[src/rtl/tidf_pkg.sv]
package tidf_pkg;
    localparam int unsigned TIDF_MAX_SINKS = 2;
    localparam int unsigned TIDF_WORD_W    = 32;
    localparam logic [31:0] TIDF_KEY       = 32'hC5AC_CE55;

    typedef enum logic {
        LK_LOCKED = 1'b0,
        LK_OPEN   = 1'b1
    } lock_state_e;

    typedef enum logic {
        RT_EMPTY = 1'b0,
        RT_FULL  = 1'b1
    } route_state_e;
endpackage

[src/rtl/tidf_lock.sv]
module tidf_lock
    import tidf_pkg::*;
(
    input  logic        clk,
    input  logic        rst_n,
    input  logic        key_wr,
    input  logic [31:0] key_data,
    output logic        unlocked
);
    lock_state_e state_q, state_d;

    always_comb begin
        state_d = state_q;
        if (key_wr) begin
            unique case (key_data == TIDF_KEY)
                1'b1: state_d = LK_OPEN;
                1'b0: state_d = LK_LOCKED;
            endcase
        end
    end

    always_ff @(posedge clk or negedge rst_n) begin
        if (!rst_n) state_q <= LK_LOCKED;
        else        state_q <= state_d;
    end

    always_comb begin
        unique case (state_q)
            LK_OPEN:   unlocked = 1'b1;
            LK_LOCKED: unlocked = 1'b0;
        endcase
    end
endmodule

[src/rtl/tidf_regbank.sv]
module tidf_regbank
    import tidf_pkg::*;
#(
    parameter int unsigned ADDR_W     = 12,
    parameter int unsigned ID_W       = 7,
    parameter int unsigned NSINK      = 2,
    parameter logic [11:0] SINK0_BASE = 12'h0F8,
    parameter logic [11:0] SINK1_BASE = 12'h108,
    parameter logic [11:0] STAT_ADDR  = 12'hFB4,
    localparam int unsigned IDS       = 1 << ID_W,
    localparam int unsigned WORDS     = IDS / TIDF_WORD_W,
    localparam int unsigned DEST_W    = (NSINK > 1) ? $clog2(NSINK) : 1
) (
    input  logic                    clk,
    input  logic                    rst_n,
    input  logic                    wr_en,
    input  logic [ADDR_W-1:0]       addr,
    input  logic [31:0]             wdata,
    input  logic                    unlocked,
    output logic [31:0]             rdata,
    input  logic [DEST_W-1:0]       look_dest,
    input  logic [ID_W-1:0]         look_id,
    output logic                    look_hit,
    output logic [NSINK*IDS-1:0]    map_flat
);
    logic [NSINK-1:0][WORDS-1:0][TIDF_WORD_W-1:0] words_q;

    function automatic logic [ADDR_W-1:0] word_addr(int s, int w);
        logic [ADDR_W-1:0] base;
        base = (s == 0) ? ADDR_W'(SINK0_BASE) : ADDR_W'(SINK1_BASE);
        return base + ADDR_W'(4 * w);
    endfunction

    for (genvar s = 0; s < NSINK; s++) begin : g_sink
        for (genvar w = 0; w < WORDS; w++) begin : g_word
            always_ff @(posedge clk or negedge rst_n) begin
                if (!rst_n)
                    words_q[s][w] <= '0;
                else if (wr_en && unlocked && addr == word_addr(s, w))
                    words_q[s][w] <= wdata;
            end
        end
    end

    always_comb begin
        rdata = '0;
        for (int s = 0; s < NSINK; s++) begin
            for (int w = 0; w < WORDS; w++) begin
                if (addr == word_addr(s, w)) rdata = words_q[s][w];
            end
        end
        if (addr == ADDR_W'(STAT_ADDR)) rdata = {31'b0, ~unlocked};
    end

    assign map_flat = words_q;
    assign look_hit = map_flat[{look_dest, look_id}];
endmodule

[src/rtl/tidf_route.sv]
module tidf_route
    import tidf_pkg::*;
#(
    parameter int unsigned ID_W   = 7,
    parameter int unsigned DATA_W = 32,
    parameter int unsigned NSINK  = 2,
    localparam int unsigned DEST_W = (NSINK > 1) ? $clog2(NSINK) : 1
) (
    input  logic              clk,
    input  logic              rst_n,
    input  logic              in_valid,
    output logic              in_ready,
    input  logic [DEST_W-1:0] in_dest,
    input  logic [ID_W-1:0]   in_id,
    input  logic [DATA_W-1:0] in_data,
    input  logic              in_hit,
    output logic [NSINK-1:0]  snk_valid,
    input  logic [NSINK-1:0]  snk_ready,
    output logic [ID_W-1:0]   snk_id,
    output logic [DATA_W-1:0] snk_data
);
    route_state_e      state_q, state_d;
    logic [DEST_W-1:0] dest_q;
    logic [ID_W-1:0]   id_q;
    logic [DATA_W-1:0] data_q;
    logic              fire, take;

    assign fire = (state_q == RT_FULL) && snk_ready[dest_q];
    assign take = in_valid && in_ready && in_hit;

    always_comb begin
        state_d = state_q;
        unique case (state_q)
            RT_EMPTY: if (take) state_d = RT_FULL;
            RT_FULL:  if (fire && !take) state_d = RT_EMPTY;
        endcase
    end

    always_ff @(posedge clk or negedge rst_n) begin
        if (!rst_n) begin
            state_q <= RT_EMPTY;
            dest_q  <= '0;
            id_q    <= '0;
            data_q  <= '0;
        end else begin
            state_q <= state_d;
            if (take) begin
                dest_q <= in_dest;
                id_q   <= in_id;
                data_q <= in_data;
            end
        end
    end

    always_comb begin
        snk_valid = '0;
        unique case (state_q)
            RT_EMPTY: in_ready = 1'b1;
            RT_FULL: begin
                in_ready          = !in_hit || fire;
                snk_valid[dest_q] = 1'b1;
            end
        endcase
        snk_id   = id_q;
        snk_data = data_q;
    end
endmodule

[src/rtl/trace_id_filter.sv]
module trace_id_filter
    import tidf_pkg::*;
#(
    parameter int unsigned ADDR_W     = 12,
    parameter int unsigned ID_W       = 7,
    parameter int unsigned DATA_W     = 32,
    parameter logic [11:0] SINK0_BASE = 12'h0F8,
    parameter logic [11:0] SINK1_BASE = 12'h108,
    parameter logic [11:0] KEY_ADDR   = 12'hFB0,
    parameter logic [11:0] STAT_ADDR  = 12'hFB4,
    localparam int unsigned NSINK     = TIDF_MAX_SINKS,
    localparam int unsigned IDS       = 1 << ID_W,
    localparam int unsigned DEST_W    = $clog2(NSINK)
) (
    input  logic              clk,
    input  logic              rst_n,
    input  logic              psel,
    input  logic              penable,
    input  logic              pwrite,
    input  logic [ADDR_W-1:0] paddr,
    input  logic [31:0]       pwdata,
    output logic [31:0]       prdata,
    output logic              pready,
    input  logic              in_valid,
    output logic              in_ready,
    input  logic [DEST_W-1:0] in_dest,
    input  logic [ID_W-1:0]   in_id,
    input  logic [DATA_W-1:0] in_data,
    output logic [NSINK-1:0]  snk_valid,
    input  logic [NSINK-1:0]  snk_ready,
    output logic [ID_W-1:0]   snk_id,
    output logic [DATA_W-1:0] snk_data
);
    logic                 wr_en;
    logic                 unlocked;
    logic                 in_hit;
    logic [NSINK*IDS-1:0] map_flat;

    assign wr_en  = psel && penable && pwrite;
    assign pready = 1'b1;

    tidf_lock u_lock (
        .clk      (clk),
        .rst_n    (rst_n),
        .key_wr   (wr_en && paddr == ADDR_W'(KEY_ADDR)),
        .key_data (pwdata),
        .unlocked (unlocked)
    );

    tidf_regbank #(
        .ADDR_W     (ADDR_W),
        .ID_W       (ID_W),
        .NSINK      (NSINK),
        .SINK0_BASE (SINK0_BASE),
        .SINK1_BASE (SINK1_BASE),
        .STAT_ADDR  (STAT_ADDR)
    ) u_regs (
        .clk       (clk),
        .rst_n     (rst_n),
        .wr_en     (wr_en),
        .addr      (paddr),
        .wdata     (pwdata),
        .unlocked  (unlocked),
        .rdata     (prdata),
        .look_dest (in_dest),
        .look_id   (in_id),
        .look_hit  (in_hit),
        .map_flat  (map_flat)
    );

    tidf_route #(
        .ID_W   (ID_W),
        .DATA_W (DATA_W),
        .NSINK  (NSINK)
    ) u_route (
        .clk       (clk),
        .rst_n     (rst_n),
        .in_valid  (in_valid),
        .in_ready  (in_ready),
        .in_dest   (in_dest),
        .in_id     (in_id),
        .in_data   (in_data),
        .in_hit    (in_hit),
        .snk_valid (snk_valid),
        .snk_ready (snk_ready),
        .snk_id    (snk_id),
        .snk_data  (snk_data)
    );
endmodule

[config.mk]
export PLATFORM = sky130hd
export DESIGN_NAME = trace_id_filter
export DESIGN_NICKNAME = d
export VERILOG_FILES = /design/src/rtl/tidf_pkg.sv /design/src/rtl/tidf_lock.sv /design/src/rtl/tidf_regbank.sv /design/src/rtl/tidf_route.sv /design/src/rtl/trace_id_filter.sv
export SDC_FILE = /design/constraint.sdc
export NUM_CORES = 1
export LEC_CHECK = 0
export BUFFER_PORTS_ARGS = -buffer_cell sky130_fd_sc_hd__buf_2
export CORE_ASPECT_RATIO = 1.4
export CORE_UTILIZATION = 64
export DETAILED_ROUTE_END_ITERATION = 10
export GPL_TIMING_DRIVEN = 0
export PLACE_DENSITY = 0.95
export SETUP_SLACK_MARGIN = 0.5
export SLEW_MARGIN = 15
export SYNTH_ARGS = -nofsm -noshare
export SYNTH_HDL_FRONTEND = slang
export SYNTH_SLANG_ARGS = --single-unit
[constraint.sdc]
create_clock -name clk -period 8.29 [get_ports clk]
set_input_delay 1.2435 -clock clk [delete_from_list [all_inputs] [get_ports clk]]
set_output_delay 1.2435 -clock clk [all_outputs]
set_load 0.005 [all_outputs]
==> reports/qor.yml, run 1 <==
async_reset_ff_frac: 1.00
vias_per_cell: 7.28
startpoint: "paddr[9]"
timing.rr.end: "u_route.snk_data[28]$_DFFE_PN0P_"
synth_area_leaders: "dfrtp_1 49%, mux2_2 22%, mux4_2 5.8%"
path_buf_inv: 4
slew_headroom: 0.220
worstMarginPinSlew_ns: 1.16
rows: 66
grt_pass1_wl_um: 74900
start_kind: "input pin"
htree_levels: 1
layout-drive-gt1-share: 0.402
hold_buffers: 0
synth_top_cell_by_area: "dfrtp_1"
status: "finished clean"
syn_area_sq_um: 15200
crit_fanout: 10
cts_buffer_depth: 3
fin_crit_ns: 6.25
grt_overflow: 0
hold_viol: 0
rsz0062_at_grt: "no"
drv_cap: 0
grt_use_total: 0.421
fin_util: 0.748
worstPathRequired_ns: 7.05
dieArea_sq_um: 24400
tns_ns: 0
start_util: 0.652
root_buffer: "clkbuf_16"
hpwl_um: 35800
hold_path.class: "register to register"
insertion_delay_ns: 0.56
critPathCapture: "prdata[19]"
pin_count: 167
fillers: 1509
finalNetCount: 1499
peakVddDrop_mv: 0.162
globalplace.congestion: 1.05
fmax_mhz: 160
area_growth_pct: 14.7
yosys.cell_types.count: 47
reg2reg_depth: 10
yosys_warnings: 0
syn_avg_cell_area_sq_um: 12.5
clock-sinks: 298
layout_commonest_cell: "mux2_2"
grt_pass1_vias: 12400
drt_iter0_markers: 1853
cts.clk_slew.worst_paths_ns: 0.06
core_area_sq_um: 23300
r2r_start: "u_regs.map_flat[200]$_DFFE_PN0P_"
ant_nets: 0
setup_viol_count_final: 0
critPathKind: "input pin to primary output"
synthFlopType: "dfrtp_1"
antenna_found_initial: 1
wire_per_inst_um: 29.0
synth_edf_count: 0
synth_seq_cells: 298
timing.clock.skew_ns: 0.00859
drt_pass1_iterations: 9
cpPeakStageDelay_ns: 0.79
final_cell_mix: "299 x mux2_2, 298 x dfrtp_1, 171 x buf_2"
path_cells: "buf_2 -> or3_1 -> nor4_1 -> nor2b_1 -> clkbuf_1 -> clkbuf_1 -> a222oi_1 -> a31oi_1 -> nor2_1 -> o21ai_0 -> buf_2"
cts.repair.resized: 0
setup_slack_ns: 2.04
dieWidth_um: 132
vias: 12600
arrival_ns: 5.01
drv_slew: 0
drc_errors: 0
ys_seq_area_frac: 0.491
power_per_cell_area_nw_per_um2: 188
grt_max_degree: 113
crit_slowest_cell: "nor4_1"
netlist_instances: 1212
dp.cells: 1682
die-height_um: 184
end_kind: "primary output"
final_cells: 1734
post_cts_buffers: 0
port_buffers: 162
crit_cells: 11
p_leak_uw: 0.00839
final.period_utilization: 0.754
cts_tree: "done"
r2r_slack_ns: 4.37
synth_top_area_frac: 0.491
mappedNetlistNets: 1304
numCtsBuffers: 28
routed_wl_um: 50300
detailedPlace.worstSlack_ns: 2.46
critical_path.top_delay_family: "simple AND/OR/NAND/NOR gates"
[per-stage QoR]
stage               instance area (sq um)  hold slack (ns)  power, uW
finish                              17400            0.487       3270
floorplan                           15200            0.489       1730
global route                        17400            0.509       3350
detailed placement                  16500            0.477       1930
global placement                    16400            0.471       1900
CTS                                 17400            0.491       3260
[flip-flops by register name (all words and copies together), names as in the netlist]
register          count
u_route.state_q       1
u_lock.state_q        1
u_route.snk_data     32
u_route.dest_q        1
u_regs.map_flat     256
u_route.snk_id        7
[area by class of cell]
| class | instances | area (sq um) | area share |
|---|---|---|---|
| Antenna cell | 1 | 2.50 | 0.000144 |
| Buffer | 87 | 384 | 0.0220 |
| Clock buffer | 42 | 845 | 0.0485 |
| Clock inverter | 8 | 121 | 0.00696 |
| Inverter | 10 | 37.5 | 0.00215 |
| Multi-Input combinational cell | 817 | 7310 | 0.420 |
| Sequential cell | 298 | 7460 | 0.428 |
| Tap cell | 306 | 383 | 0.0220 |
| Timing Repair Buffer | 165 | 883 | 0.0507 |
[synth_stat cells (5+ instances only)]
| cell | number |
|---|---|
| nor2_1 | 103 |
| a221oi_1 | 5 |
| nor4bb_1 | 5 |
| nand2_1 | 55 |
| mux4_2 | 39 |
| o211ai_1 | 10 |
| mux2_1 | 12 |
| clkbuf_1 | 66 |
| nand2b_1 | 9 |
| dfrtp_1 | 298 |
| a222oi_1 | 36 |
| mux2i_1 | 49 |
| or2_2 | 5 |
| o22ai_1 | 6 |
| mux2_2 | 299 |
| inv_1 | 10 |
| a22oi_1 | 46 |
| nor4_1 | 5 |
| nor3_1 | 9 |
| o221ai_1 | 6 |
| a31oi_1 | 28 |
| buf_2 | 10 |
| nand3_1 | 14 |
| o21ai_0 | 37 |
| buf_4 | 6 |
| nor2b_1 | 8 |
[worst register-to-register path: stages (launching register included)]
cell and delay [ns]:
dfrtp_1 0.42, mux4_2 0.56, mux4_2 0.48, and2_1 0.16, a21oi_1 0.67, a2111o_1 0.29
nand3_2 0.14, o31ai_4 0.36, buf_6 0.21, buf_6 0.16, mux2_1 0.34
[worst min path at each step]
stage / start / end / slack (ns) / depth (start not counted)
detailed placement: u_route.snk_data[26]$_DFFE_PN0P_ / u_route.snk_data[26]$_DFFE_PN0P_ / 0.48 / 1
global placement: u_route.snk_data[27]$_DFFE_PN0P_ / u_route.snk_data[27]$_DFFE_PN0P_ / 0.47 / 1
global route: u_route.snk_data[27]$_DFFE_PN0P_ / u_route.snk_data[27]$_DFFE_PN0P_ / 0.51 / 1
floorplan: u_route.snk_data[0]$_DFFE_PN0P_ / u_route.snk_data[0]$_DFFE_PN0P_ / 0.49 / 1
finish: u_route.snk_data[26]$_DFFE_PN0P_ / u_route.snk_data[26]$_DFFE_PN0P_ / 0.49 / 1
CTS: u_route.snk_data[26]$_DFFE_PN0P_ / u_route.snk_data[26]$_DFFE_PN0P_ / 0.49 / 1
[metal layers]
layer,part of all wire,GRT usage,vias up
met5,0.00026,0,-
met4,0.11,0.360,2
met3,0.11,0.0861,357
met2,0.47,0.673,1073
met1,0.32,0.491,6193
li1,-,-,4991
[power by group]
group | switching (uW) | total [uW] | internal, uW
Combinational | 193 | 346 | 153
Sequential | 37.4 | 1560 | 1530
Clock | 565 | 1360 | 794
Total | 796 | 3270 | 2470
[cell families after synthesis]
logic type,count (synthesis),share of synthesized area
compound gates,190,0.0933
buf+inv,97,0.0278
flops,298,0.491
other cells,1,0.000247
mux,399,0.321
simple gates,227,0.0673
No activity file was read; power rests on OpenSTA's default activity.
==> run 2, diff against run 1 <==
CORE_UTILIZATION = 59   (was 64)
PLACE_DENSITY = 0.91   (was 0.95)
clock period = 6 ns   (was 8.29 ns; I/O delays follow)
==> reports/qor.yml, run 2 (synthesis results as in run 1) <==
detailedPlace.worstSlack_ns: 0.859
arrival_ns: 4.61
rsz0062_at_grt: "no"
die-height_um: 192
largest_reg_flops: 256
reg2reg_depth: 10
p_leak_uw: 0.00837
hold_viol: 0
layout_commonest_cell: "mux2_2"
final.period_utilization: 0.918
root_buffer: "clkbuf_16"
status: "finished clean"
drc_errors: 0
area_growth_pct: 14.5
multi_input_area_sq_um: 7310
drv_cap: 0
vias: 12200
hold_path.class: "input pin to asynchronous set/reset pin"
clock-sinks: 298
start_kind: "input pin"
numCtsBuffers: 29
final_cells: 1745
fmax_mhz: 182
peakVddDrop_mv: 0.310
worstMarginPinSlew_ns: 1.09
crit_fanout: 10
cts_buffer_depth: 3
insertion_delay_ns: 0.55
end_kind: "primary output"
hold_ws_ns: 0.371
grt_max_degree: 111
startpoint: "paddr[9]"
finalNetCount: 1499
critPathCapture: "prdata[31]"
cts.clk_slew.worst_paths_ns: 0.06
antenna_found_initial: 1
port_buffers: 162
regArea_sq_um: 7460
timing.clock.skew_ns: 0.00903
rows: 69
routed_wl_um: 48900
finalInstanceArea_sq_um: 17400
cts_tree: "done"
worstPathRequired_ns: 5.10
pin_count: 167
drt_iter0_markers: 1488
ant_nets: 0
slew_headroom: 0.269
drt_pass1_iterations: 9
r2r_start: "u_regs.map_flat[200]$_DFFE_PN0P_"
critPathKind: "input pin to primary output"
post_cts_buffers: 0
dpl_cell_area_sq_um: 16500
start_util: 0.599
layout-drive-gt1-share: 0.402
fin_crit_ns: 5.51
final_cell_mix: "299 x mux2_2, 298 x dfrtp_1, 171 x buf_2"
globalplace.congestion: 1.01
power_per_cell_area_nw_per_um2: 256
r2r_slack_ns: 2.32
setup_slack_ns: 0.491
grt_pass1_wl_um: 72600
grt_overflow: 0
timing.rr.end: "u_route.snk_data[28]$_DFFE_PN0P_"
vias_per_cell: 7.00
tns_ns: 0
dieArea_sq_um: 26400
fillers: 1836
htree_levels: 1
core_area_sq_um: 25400
wire_per_inst_um: 28.0
hpwl_um: 36000
grt_pass1_vias: 12200
dp.cells: 1695
dieWidth_um: 138
grt_use_total: 0.378
antennaDiodeCount: 0
drv_slew: 0
setup_viol_count_final: 0
==> run 2: changes by cell type in the layout (fill, tap and decap cells not counted) <==
cell      before  now
clkbuf_2       0    2
clkbuf_4       1    0
clkbuf_8       7    3
clkinv_2       3    5
clkinv_4       1    0
diode_2        1    0
inv_6          0    1
==> run 2: worst max-delay path: stages <==
cell and delay (ns):
buf_2 0.11, or3_1 0.39, nor4_1 0.68, nor2b_1 0.22, clkbuf_1 0.33, clkbuf_2 0.42, a222oi_1 0.21, a31oi_1 0.51
nor2_1 0.11, o21ai_0 0.50, buf_2 0.22
==> run 2: what timing repair did <==
item	CTS	global route
hold buffers	0	0
endpoints found under the setup margin	0	1
endpoints found under the hold margin	0	0
resized for setup	0	4
==> run 2: worst min path at each step <==
stage	from	to	slack [ns]	cells after the start
floorplan	u_route.snk_data[0]$_DFFE_PN0P_	u_route.snk_data[0]$_DFFE_PN0P_	0.49	1
global placement	u_route.snk_data[28]$_DFFE_PN0P_	u_route.snk_data[28]$_DFFE_PN0P_	0.47	1
detailed placement	u_route.snk_data[30]$_DFFE_PN0P_	u_route.snk_data[30]$_DFFE_PN0P_	0.48	1
CTS	rst_n	u_regs.map_flat[227]$_DFFE_PN0P_	0.39	1
global route	rst_n	u_regs.map_flat[227]$_DFFE_PN0P_	0.42	1
finish	rst_n	u_regs.map_flat[227]$_DFFE_PN0P_	0.37	1
==> run 2: through the flow <==
step | utilization | total power [uW]
after floorplan | - | 2390
after global placement | 0.646 | 2630
after detailed placement | 0.649 | 2660
after CTS | 0.685 | 4450
after global routing | 0.685 | 4590
final | 0.685 | 4460
==> run 2: layout make-up <==
cell class / instances / area share
plain buffers: 87 / 0.0222
clock buffers: 40 / 0.0458
clock inverters: 10 / 0.00755
inverters: 10 / 0.00216
multi-input cells: 817 / 0.420
flip-flops and latches: 298 / 0.429
well taps: 319 / 0.0229
repair buffers: 164 / 0.0503
==> run 2: power breakdown <==
part	switching (uW)	leakage, uW	internal [uW]
clock network	782	0.000455	1050
logic	256	0.00384	210
registers	47.0	0.00408	2110
total	1080	0.00837	3370
==> run 2: per-layer routing <==
metal / track usage / routed length, um / up-vias
met5: 0 / 0 / -
met4: 0.314 / 5070 / 0
met3: 0.0715 / 4690 / 310
met2: 0.608 / 23200 / 900
met1: 0.435 / 15800 / 6034
li1: - / - / 4973
==> run 3, diff against run 2 <==
CORE_UTILIZATION = 54   (was 59)
PLACE_DENSITY = 0.88   (was 0.91)
clock period = 4.55 ns   (was 6 ns; I/O delays follow)
==> reports/qor.yml, run 3 (synthesis results as in run 1) <==
status: "finished, violations left"
violations: "design-rule violations"
r2r_slack_ns: 1.11
timing.clock.skew_ns: 0.0257
antenna_found_initial: 1
dieArea_sq_um: 28800
final.period_utilization: 0.892
grt_use_total: 0.358
power.total_uw: 5830
critPathKind: "input pin to primary output"
dieWidth_um: 144
port_buffers: 162
layout-drive-gt1-share: 0.450
layout_commonest_cell: "mux2_2"
drt_pass1_iterations: 11
worstMarginPinSlew_ns: 1.14
cts_buffer_depth: 3
seqPwrFrac: 0.488
core_area_sq_um: 27700
drt_iter0_markers: 1442
regArea_sq_um: 7460
hpwl_um: 36200
use_met3: 0.0737
power_per_cell_area_nw_per_um2: 326
crit_fanout: 10
drv_cap: 0
area_growth_pct: 17.6
p_leak_uw: 0.00855
slew_headroom: 0.233
hold_viol: 0
grt_pass1_wl_um: 75700
start_util: 0.549
p_int_uw: 4420
clock-sinks: 298
grt_pass1_vias: 12800
fmax_mhz: 246
multi_input_area_sq_um: 7580
rsz0062_at_grt: "yes"
vias: 12300
end_kind: "primary output"
start_kind: "input pin"
dpl_cell_area_sq_um: 16500
peakVddDrop_mv: 0.251
tns_ns: 0
cts_tree: "done"
hold_buffers: 0
grt_max_degree: 105
setup_viol_count_final: 0
finalNetCount: 1505
arrival_ns: 3.37
drc_errors: 2
vias_per_cell: 6.85
numCtsBuffers: 28
final_cell_mix: "299 x mux2_2, 298 x dfrtp_1, 165 x buf_2"
insertion_delay_ns: 0.56
drv_slew: 0
rows: 72
htree_levels: 1
finalInstanceArea_sq_um: 17900
routed_wl_um: 50200
largest_reg_flops: 256
pin_count: 167
startpoint: "paddr[9]"
p_comb_frac: 0.111
hold_ws_ns: 0.150
cts.clk_slew.worst_paths_ns: 0.07
die-height_um: 200
ant_nets: 0
antennaDiodeCount: 0
grt_use_met1: 0.412
grt_use_met2: 0.567
fin_crit_ns: 4.06
hold_path.class: "input pin to asynchronous set/reset pin"
root_buffer: "clkbuf_16"
globalplace.congestion: 1.00
grt_overflow: 0
worstPathRequired_ns: 3.87
r2r_start: "u_regs.map_flat[232]$_DFFE_PN0P_"
clkPwrFrac: 0.401
timing.rr.end: "u_route.snk_data[28]$_DFFE_PN0P_"
p_sw_frac: 0.243
p_sw_uw: 1410
grt_busiest_layer: "met2"
critPathCapture: "prdata[24]"
reg2reg_depth: 10
fillers: 1988
wire_per_inst_um: 27.9
-- run 3: cell count changes in the layout (fill, tap and decap cells not counted), sizes merged --
cell / previous run / this run
inv: 11 / 10
buf: 185 / 196
clkbuf: 106 / 102
bufinv: 3 / 2
clkinvlp: 1 / 0
-- run 3: worst min path at each step --
stage,startpoint,endpoint,slack (ns),cells past startpoint
after floorplan,rst_n,u_lock.state_q$_DFFE_PN0P_,0.39,0
after global placement,u_route.snk_data[23]$_DFFE_PN0P_,u_route.snk_data[23]$_DFFE_PN0P_,0.47,1
after detailed placement,u_route.snk_data[30]$_DFFE_PN0P_,u_route.snk_data[30]$_DFFE_PN0P_,0.48,1
after CTS,rst_n,u_regs.map_flat[198]$_DFFE_PN0P_,0.19,1
after global routing,rst_n,u_regs.map_flat[227]$_DFFE_PN0P_,0.22,1
final,rst_n,u_regs.map_flat[199]$_DFFE_PN0P_,0.15,1
-- run 3: power groups by stage --
stage	Clock, uW	Combinational, uW	Sequential (uW)
floorplan	0	248	2900
global placement	0	591	2880
detailed placement	0	620	2890
CTS	2340	632	2850
global route	2440	694	2860
finish	2340	646	2850
-- run 3: final cells by class --
class                      instances  share of cell area
multi-input combinational        817               0.424
sequential                       298               0.417
timing repair buffer             171              0.0520
clock buffer                      40              0.0457
buffer                            87              0.0279
tap                              370              0.0259
clock inverter                     7             0.00476
inverter                          10             0.00210
-- run 3: worst max-delay path, stage by stage --
cell      delay [ns]
buf_2           0.12
or3_4           0.42
nor4_4          0.25
nand2b_1        0.10
buf_6           0.16
or2_2           0.32
clkbuf_2        0.23
clkbuf_2        0.27
a31oi_1         0.37
nor2_1          0.13
o21ai_0         0.18
buf_2           0.14
-- run 3: what timing repair did --
item	4_1_cts	5_1_grt
buffers inserted	3	3
gates resized for setup	70	49
pin swaps	1	7
setup endpoints to repair	37	30
-- run 3: stage by stage --
| stage | setup WS, ns | instances | utilization |
|---|---|---|---|
| after global placement | -2.52 | 1744 | 0.595 |
| after detailed placement | -0.149 | 1746 | 0.598 |
| final | 0.493 | 1800 | 0.646 |
| after floorplan | 0.909 | 1212 | - |
| after global routing | 0.399 | 1800 | 0.646 |
| after CTS | 0.460 | 1796 | 0.639 |
-- run 3: metal layers --
| metal | wire, um | share of wire |
|---|---|---|
| met1 | 16500 | 0.33 |
| met2 | 23700 | 0.47 |
| met3 | 4610 | 0.092 |
| met4 | 5460 | 0.11 |
| met5 | 0 | 0 |
